**config.mk**
```make
export PLATFORM = sky130hd
export DESIGN_NAME = pkt_bus_slave
export DESIGN_NICKNAME = d
export VERILOG_FILES = /design/src/rtl/pkt_bus_slave.sv
export SDC_FILE = /design/constraint.sdc
export NUM_CORES = 1
export LEC_CHECK = 0
export ABC_CLOCK_PERIOD_IN_PS = 2600
export BUFFER_PORTS_ARGS = -buffer_cell sky130_fd_sc_hd__buf_4
export CORE_MARGIN = 3
export CORE_UTILIZATION = 40
export DETAILED_ROUTE_END_ITERATION = 7
export RECOVER_POWER = 100
export SLEW_MARGIN = 10
export SYNTH_ARGS = -nofsm -noshare
export SYNTH_HDL_FRONTEND = slang
export SYNTH_SLANG_ARGS = --single-unit
```
**constraint.sdc**
```tcl
create_clock -name clk -period 2.6 [get_ports clk]
set_clock_uncertainty 0.15 [all_clocks]
set_input_delay 0.13 -clock clk [delete_from_list [all_inputs] [get_ports clk]]
set_output_delay 0.13 -clock clk [all_outputs]
set_load 0.02 [all_outputs]
```
**src/rtl/pkt_bus_slave.sv**
```systemverilog
module pkt_bus_slave #(
  parameter logic [7:0] DEV_ADDR   = 8'h5A,
  parameter int         IDLE_LIMIT = 64
) (
  input  logic        clk,
  input  logic        rst_n,
  input  logic        bus_clk,
  input  logic        bus_dat_i,
  output logic        bus_dat_o,
  output logic        bus_dat_oe,
  output logic        rd_req,
  output logic [7:0]  rd_cmd,
  input  logic [15:0] rd_data,
  output logic        wr_valid,
  output logic [7:0]  wr_cmd,
  output logic [15:0] wr_data
);
  localparam int IW = $clog2(IDLE_LIMIT + 1);

  logic [1:0]    ck_s, dt_s;
  logic          ck_prev;
  logic [4:0]    cnt;
  logic [15:0]   hdr, dsh, rsh;
  logic          rd_act, wr_act;
  logic [IW-1:0] idle;

  wire rise   = ck_s[1] & ~ck_prev;
  wire fall   = ~ck_s[1] & ck_prev;
  wire din    = dt_s[1];
  wire [15:0] hdr_nxt = {hdr[14:0], din};
  wire hit    = hdr_nxt[15:8] == DEV_ADDR;
  wire resync = !rise && !fall && idle == IW'(IDLE_LIMIT - 1);

  assign bus_dat_oe = rd_act;

  always_ff @(posedge clk or negedge rst_n) begin
    if (!rst_n) begin
      ck_s    <= '0;
      dt_s    <= '0;
      ck_prev <= 1'b0;
      idle    <= '0;
    end else begin
      ck_s    <= {ck_s[0], bus_clk};
      dt_s    <= {dt_s[0], bus_dat_i};
      ck_prev <= ck_s[1];
      if (rise || fall)            idle <= '0;
      else if (idle != IW'(IDLE_LIMIT)) idle <= idle + 1'b1;
    end
  end

  always_ff @(posedge clk or negedge rst_n) begin
    if (!rst_n) begin
      cnt      <= '0;
      hdr      <= '0;
      dsh      <= '0;
      rsh      <= '0;
      rd_act   <= 1'b0;
      wr_act   <= 1'b0;
      rd_req   <= 1'b0;
      rd_cmd   <= '0;
      wr_valid <= 1'b0;
      wr_cmd   <= '0;
      wr_data  <= '0;
      bus_dat_o <= 1'b0;
    end else begin
      rd_req   <= 1'b0;
      wr_valid <= 1'b0;
      if (rd_req) rsh <= rd_data;
      if (resync) begin
        cnt    <= '0;
        rd_act <= 1'b0;
        wr_act <= 1'b0;
      end else if (rise) begin
        cnt <= cnt + 1'b1;
        if (!cnt[4]) begin
          hdr <= hdr_nxt;
          if (cnt == 5'd15) begin
            rd_act <= hit & hdr_nxt[7];
            wr_act <= hit & ~hdr_nxt[7];
            rd_req <= hit & hdr_nxt[7];
            rd_cmd <= hdr_nxt[7:0];
          end
        end else begin
          dsh <= {dsh[14:0], din};
          if (rd_act) begin
            bus_dat_o <= rsh[15];
            rsh       <= {rsh[14:0], 1'b0};
          end
          if (cnt == 5'd31) begin
            wr_valid <= wr_act;
            wr_cmd   <= hdr[7:0];
            wr_data  <= {dsh[14:0], din};
            wr_act   <= 1'b0;
          end
        end
      end else if (fall && cnt == 5'd0) begin
        rd_act <= 1'b0;
      end
    end
  end
endmodule


```
* Yosys cells after proc, flatten, opt, wreduce, memory -nomap -nowiden
Index checks and enable logic that the tools add are counted.
** Operators by class
- $add $sub $neg :: 2
- Eq/ne operators :: 8
- Muxes and demuxes :: 27
- Bitwise gates (word level) :: 9
- Reductions and logical operators :: 18
** Operator list (number)
- $mux 16 :: 5
- $mux 1 :: 18
- $mux 7 :: 2
- $reduce_and 3->1 :: 4
- $reduce_and 4->1 :: 3
- $mux 5 :: 2
- $eq 8x7->1 const B :: 1
- $add 7x1->7 const B :: 1
- $eq 7x6->1 const B :: 1
- $ne 7x7->1 const B :: 1
- $ne 3x1->1 const B :: 2
- $reduce_bool 3->1 :: 2
- $add 5x1->5 const B :: 1
- $eq 5x4->1 const B :: 1
- $eq 5x5->1 const B :: 1
- $logic_not 5->1 :: 1
- $not 1->1 :: 5
- $and 1x1->1 :: 4
- $reduce_bool 2->1 :: 2
- $logic_and 1x1->1 :: 3
- $ne 3x2->1 const B :: 1
- $logic_not 1->1 :: 2
- $logic_or 1x1->1 :: 1
** Storage, ports and cells
- Flip-flop bits (word level) :: 100
- Input bits :: 20
- Output and inout bits :: 36
- Logic and storage cells :: 80

* Longest topological paths before layout
- Word-level depth :: 7
- Depth in mapped cells :: 8
- Depth with buffers taken out :: 7

* Least setup slack after synthesis
No wires, ideal clock.
- Path type :: register to register
- Start :: reg ck_s[1]
- End :: reg wr_cmd[7]
- Library setup time :: 0.125 ns
- Arrival :: 2.016 ns
- Data required time :: 2.325 ns
- Setup slack :: 0.309 ns
- Stages on the path, launching flop included :: 9
- Path buffers :: 2
- Period minus slack after synthesis :: 2.291 ns
- Cell sequence :: dfrtp_1 inv_1 ha_1 nand3_1 or4_4 buf_6 nand4_4 buf_12 mux2_4
** Between the ends
- Cells in the longest elaborated chain, start to end :: 7
- Elaborated cells on any way between the ends :: 9
- Classes of those cells :: bitwise: 4; reduce/logical: 5
** Ends and longest elaborated chain
- start: declaration :: RTL line 20 : logic [1:0] ck_s, dt_s;
- start signal: assignment :: RTL line 43 : ck_s <= {ck_s[0], bus_clk};
- $not 1->1 :: RTL line 28 : wire fall = ~ck_s[1] & ck_prev;
- $and 1x1->1 :: RTL line 28
- $logic_not 1->1 :: RTL line 32 : wire resync = !rise && !fall && idle == IW'(IDLE_LIMIT - 1);
- $logic_and 1x1->1 (2 in series) :: RTL line 32
- $not 1->1 (no source line)
- $reduce_and 4->1 (no source line) *
- end signal: assignment :: RTL line 91 : wr_cmd <= hdr[7:0];
- end: declaration :: RTL line 15 : output logic [7:0] wr_cmd,
Mark *: on every way between the ends. The rest lies on a longest branch, timed or not.
A chain may end at the register's enable or synchronous reset.

* Final worst setup path
- Start :: reg ck_s[1]
- End :: reg wr_data[8]
** Between the ends
- Cells in the longest elaborated chain, start to end :: 7
- Elaborated cells on any way between the ends :: 9
- Classes of those cells :: bitwise: 4; reduce/logical: 5
** Ends and longest elaborated chain
- $not 1->1 :: RTL line 28
- $and 1x1->1 :: RTL line 28
- $logic_not 1->1 :: RTL line 32
- $logic_and 1x1->1 (2 in series) :: RTL line 32
- $not 1->1 (no source line)
- $reduce_and 4->1 (no source line) *
- end signal: assignment :: RTL line 92 : wr_data <= {dsh[14:0], din};
- end: declaration :: RTL line 16 : output logic [15:0] wr_data
Marks and branches as above.

==> flow_summary.yaml <==
timing:
  worst_slew_pin_slew_ns: 1.220
  fin_ws_ns: 0.1398
  fin_crit_sh_pct: 94.62
  relSlewSlack_pct: 18.68
  finalSetupViolCount: 0
  slew_viol_final: 0
  holdWs_ns: 0.2084
  period_needed_ns: 2.460
  clock.fmax_ghz: 0.4065
  finalHoldViolations: 0
logic_synthesis:
  synth-edff-count: 0
  synth_fp_nets: 333
  synthCells: 304
  synth-async-reset-ratio_pct: 100.0
  yosysWarnings: 0
  yosysTopAreaCell: "dfrtp_1"
  ys_ff_latch: 100
  syn-mean-instance-area_um2: 13.95
  ys_seq_area_share_pct: 59.01
  syn-cell-area_um2: 4240
  synthTopCellsByArea: "dfrtp_1 59%, mux2_2 12%, mux2_4 6.7%"
  synthDistinctLibCells: 38
  ys.flop_type: "dfrtp_1"
  synth_top_area_share_pct: 59.01
power_and_ir_drop:
  p_leak_nw: 2.317
  power.net_switching_w: 0.001126
  pwr-share-clk_pct: 25.7
  p_int_w: 0.002573
  power_frac_seq_pct: 55.6
  total_power_w: 0.003699
  p_sw_share_pct: 30.43
  pwr-share-comb_pct: 18.7
  ir_worst_vdd_v: 0.0003774
  power_per_cell_area_nw_per_um2: 724.7
floorplanning:
  die-height_um: 109.0
  num_rows: 36
  die_area_um2: 11870
  core_area_um2: 10040
  pin_count: 56
  start_util_pct: 42.21
  die_w_um: 109.0
clocking:
  clock_path_buffers: 2
  cts_tree: "yes"
  insertion_delay_ns: 0.35
  numCtsBuffers: 9
  cts_num_sinks: 100
  htreeDepth: 3
  clkTransAtPathRegs_ns: 0.10
  cts_root_buf: "clkbuf_8"
final_layout:
  drive_above_1_share_pct: 29.37
  n_antenna_cell: 0
  final_common_cell: "dfrtp_1"
  syn2layout_area_growth_pct: 20.36
  most-common-layout-cells: "100 x dfrtp_1, 44 x mux2_2, 39 x clkbuf_1"
  nets: 419
  utilization_pct: 50.81
  finalNonFillerCells: 528
placed_design:
  hpwl_um: 5012
  dp.cells: 491
  routabilityCongestion: 0.7479
  portBuffers: 55
  pre_cts_slack_ns: 0.08646
setup_path:
  crit_type: "reg -> reg"
  worst_setup_path_start_kind: "flop"
  crit_path_max_fanout: 8
  endpoint_kind: "flop"
  arrival_ns: 2.55
  critPathRequiredTime_ns: 2.69
route:
  drt_wl_total_um: 7366
  ant_nets: 0
  drc: 0
  dr.pass1.iters: 4
  vias: 2514
  wl_per_cell_um: 13.95
  first_iter_violations: 108
  vias_per_cell: 4.761
global_routing:
  grt_pass1_vias: 2520
  grt_max_degree: 51
  grt_pass1_wl_um: 12400
  antenna_found_initial: 0
  overflow: 0
  grt_usage_pct: 13.24
flow_run:
  maxCapViolations: 0
worst_hold_path:
  hold_class: "reg -> reg"
outcome:
  status: "complete, no violations"
==> through the flow <==
step                       TNS (ns)  cell area [µm²]
after floorplan                   0             4240
after global placement            0             4846
after detailed placement          0             4846
after CTS                         0             5229
after global routing      -0.008509             5104
final                             0             5104
==> cell families after synthesis <==
| family | after synthesis | share of synthesized area (%) |
|---|---|---|
| XOR/XNOR | 7 | 1.446 |
| multiplexers | 81 | 22.66 |
| buffers and inverters | 23 | 3.157 |
| flip-flops | 100 | 59.01 |
| AND/OR/NAND/NOR | 58 | 7.465 |
| adder cells (fa/ha/maj) | 9 | 2.656 |
| AO/OA/AOI/OAI | 26 | 3.600 |
==> area by class of cell <==
type                            count  area (µm²)
Tap cell                          133       166.4
Clock buffer                        9       123.9
Clock inverter                      7       68.82
Inverter                           10       37.54
Sequential cell                   100        2502
Timing Repair Buffer               88       579.3
Multi-Input combinational cell    181        1625
Fill cell                         899        4941
==> power by group through the flow <==
stage	Sequential, W	Combinational (W)	Clock, W
after floorplan	0.00211	0.000420	0
after global placement	0.00209	0.000727	0
after detailed placement	0.00209	0.000747	0
after CTS	0.00206	0.000773	0.000994
after global routing	0.00211	0.000773	0.00105
final	0.00206	0.000692	0.000951
==> registers in the layout, summed over array words and instances, names as in the netlist <==
| register | cells |
|---|---|
| rd_req | 1 |
| bus_dat_oe | 1 |
| ck_s | 2 |
| wr_act | 1 |
| ck_prev | 1 |
| hdr | 15 |
| rsh | 16 |
| rd_cmd | 8 |
| dsh | 15 |
| wr_cmd | 8 |
| wr_data | 16 |
| dt_s | 2 |
| bus_dat_o | 1 |
| wr_valid | 1 |
| idle | 7 |
| cnt | 5 |
==> worst max-delay path: stages (launching register included) <==
cell     delay [ns]
dfrtp_1        0.40
inv_1          0.06
ha_2           0.37
nand3_1        0.17
or4_4          0.52
nand4_4        0.19
buf_4          0.19
mux2_4         0.30
==> what timing repair did <==
action | in CTS | in global routing
endpoints found under the hold margin | 65 | 0
endpoints found under the setup margin | 0 | 19
setup buffers | 0 | 2
resized for setup | 0 | 2
hold buffers | 19 | 0
==> cells in the mapped netlist (2+ instances only) <==
| master | instances |
|---|---|
| ha_1 | 9 |
| mux2_4 | 19 |
| buf_2 | 6 |
| nor4bb_1 | 2 |
| nor2_1 | 23 |
| xnor2_1 | 5 |
| a21boi_0 | 2 |
| inv_1 | 10 |
| xor2_1 | 2 |
| mux2i_1 | 18 |
| o21ai_0 | 3 |
| and3_1 | 2 |
| buf_12 | 2 |
| clkbuf_1 | 4 |
| and2_1 | 3 |
| nand3_1 | 7 |
| nand2_1 | 6 |
| dfrtp_1 | 100 |
| nor2b_1 | 4 |
| a21oi_1 | 15 |
| o41ai_1 | 2 |
| mux2_2 | 44 |
==> path summary, 6_finish.rpt <==
path,cells past startpoint,slack (ns),startpoint,to
min,0,0.21,ck_s[0],ck_s[1]
max reg2reg,7,0.14,ck_s[1],wr_data[8]
min reg2reg,0,0.21,ck_s[0],ck_s[1]
min in group asynchronous,2,0.40,rst_n,idle[0]
max,7,0.14,ck_s[1],wr_data[8]
max in group asynchronous,3,0.60,rst_n,bus_dat_oe
==> routing by layer <==
| metal | global-route usage (%) | part of all wire, % | up-vias |
|---|---|---|---|
| met3 | 2.250 | 2.9 | 6 |
| met2 | 20.66 | 48 | 41 |
| met4 | 5.140 | 1.1 | 0 |
| met5 | 0 | 0 | - |
| met1 | 18.44 | 48 | 1232 |
| li1 | - | - | 1235 |
No activity file was read; power rests on OpenSTA's default activity.
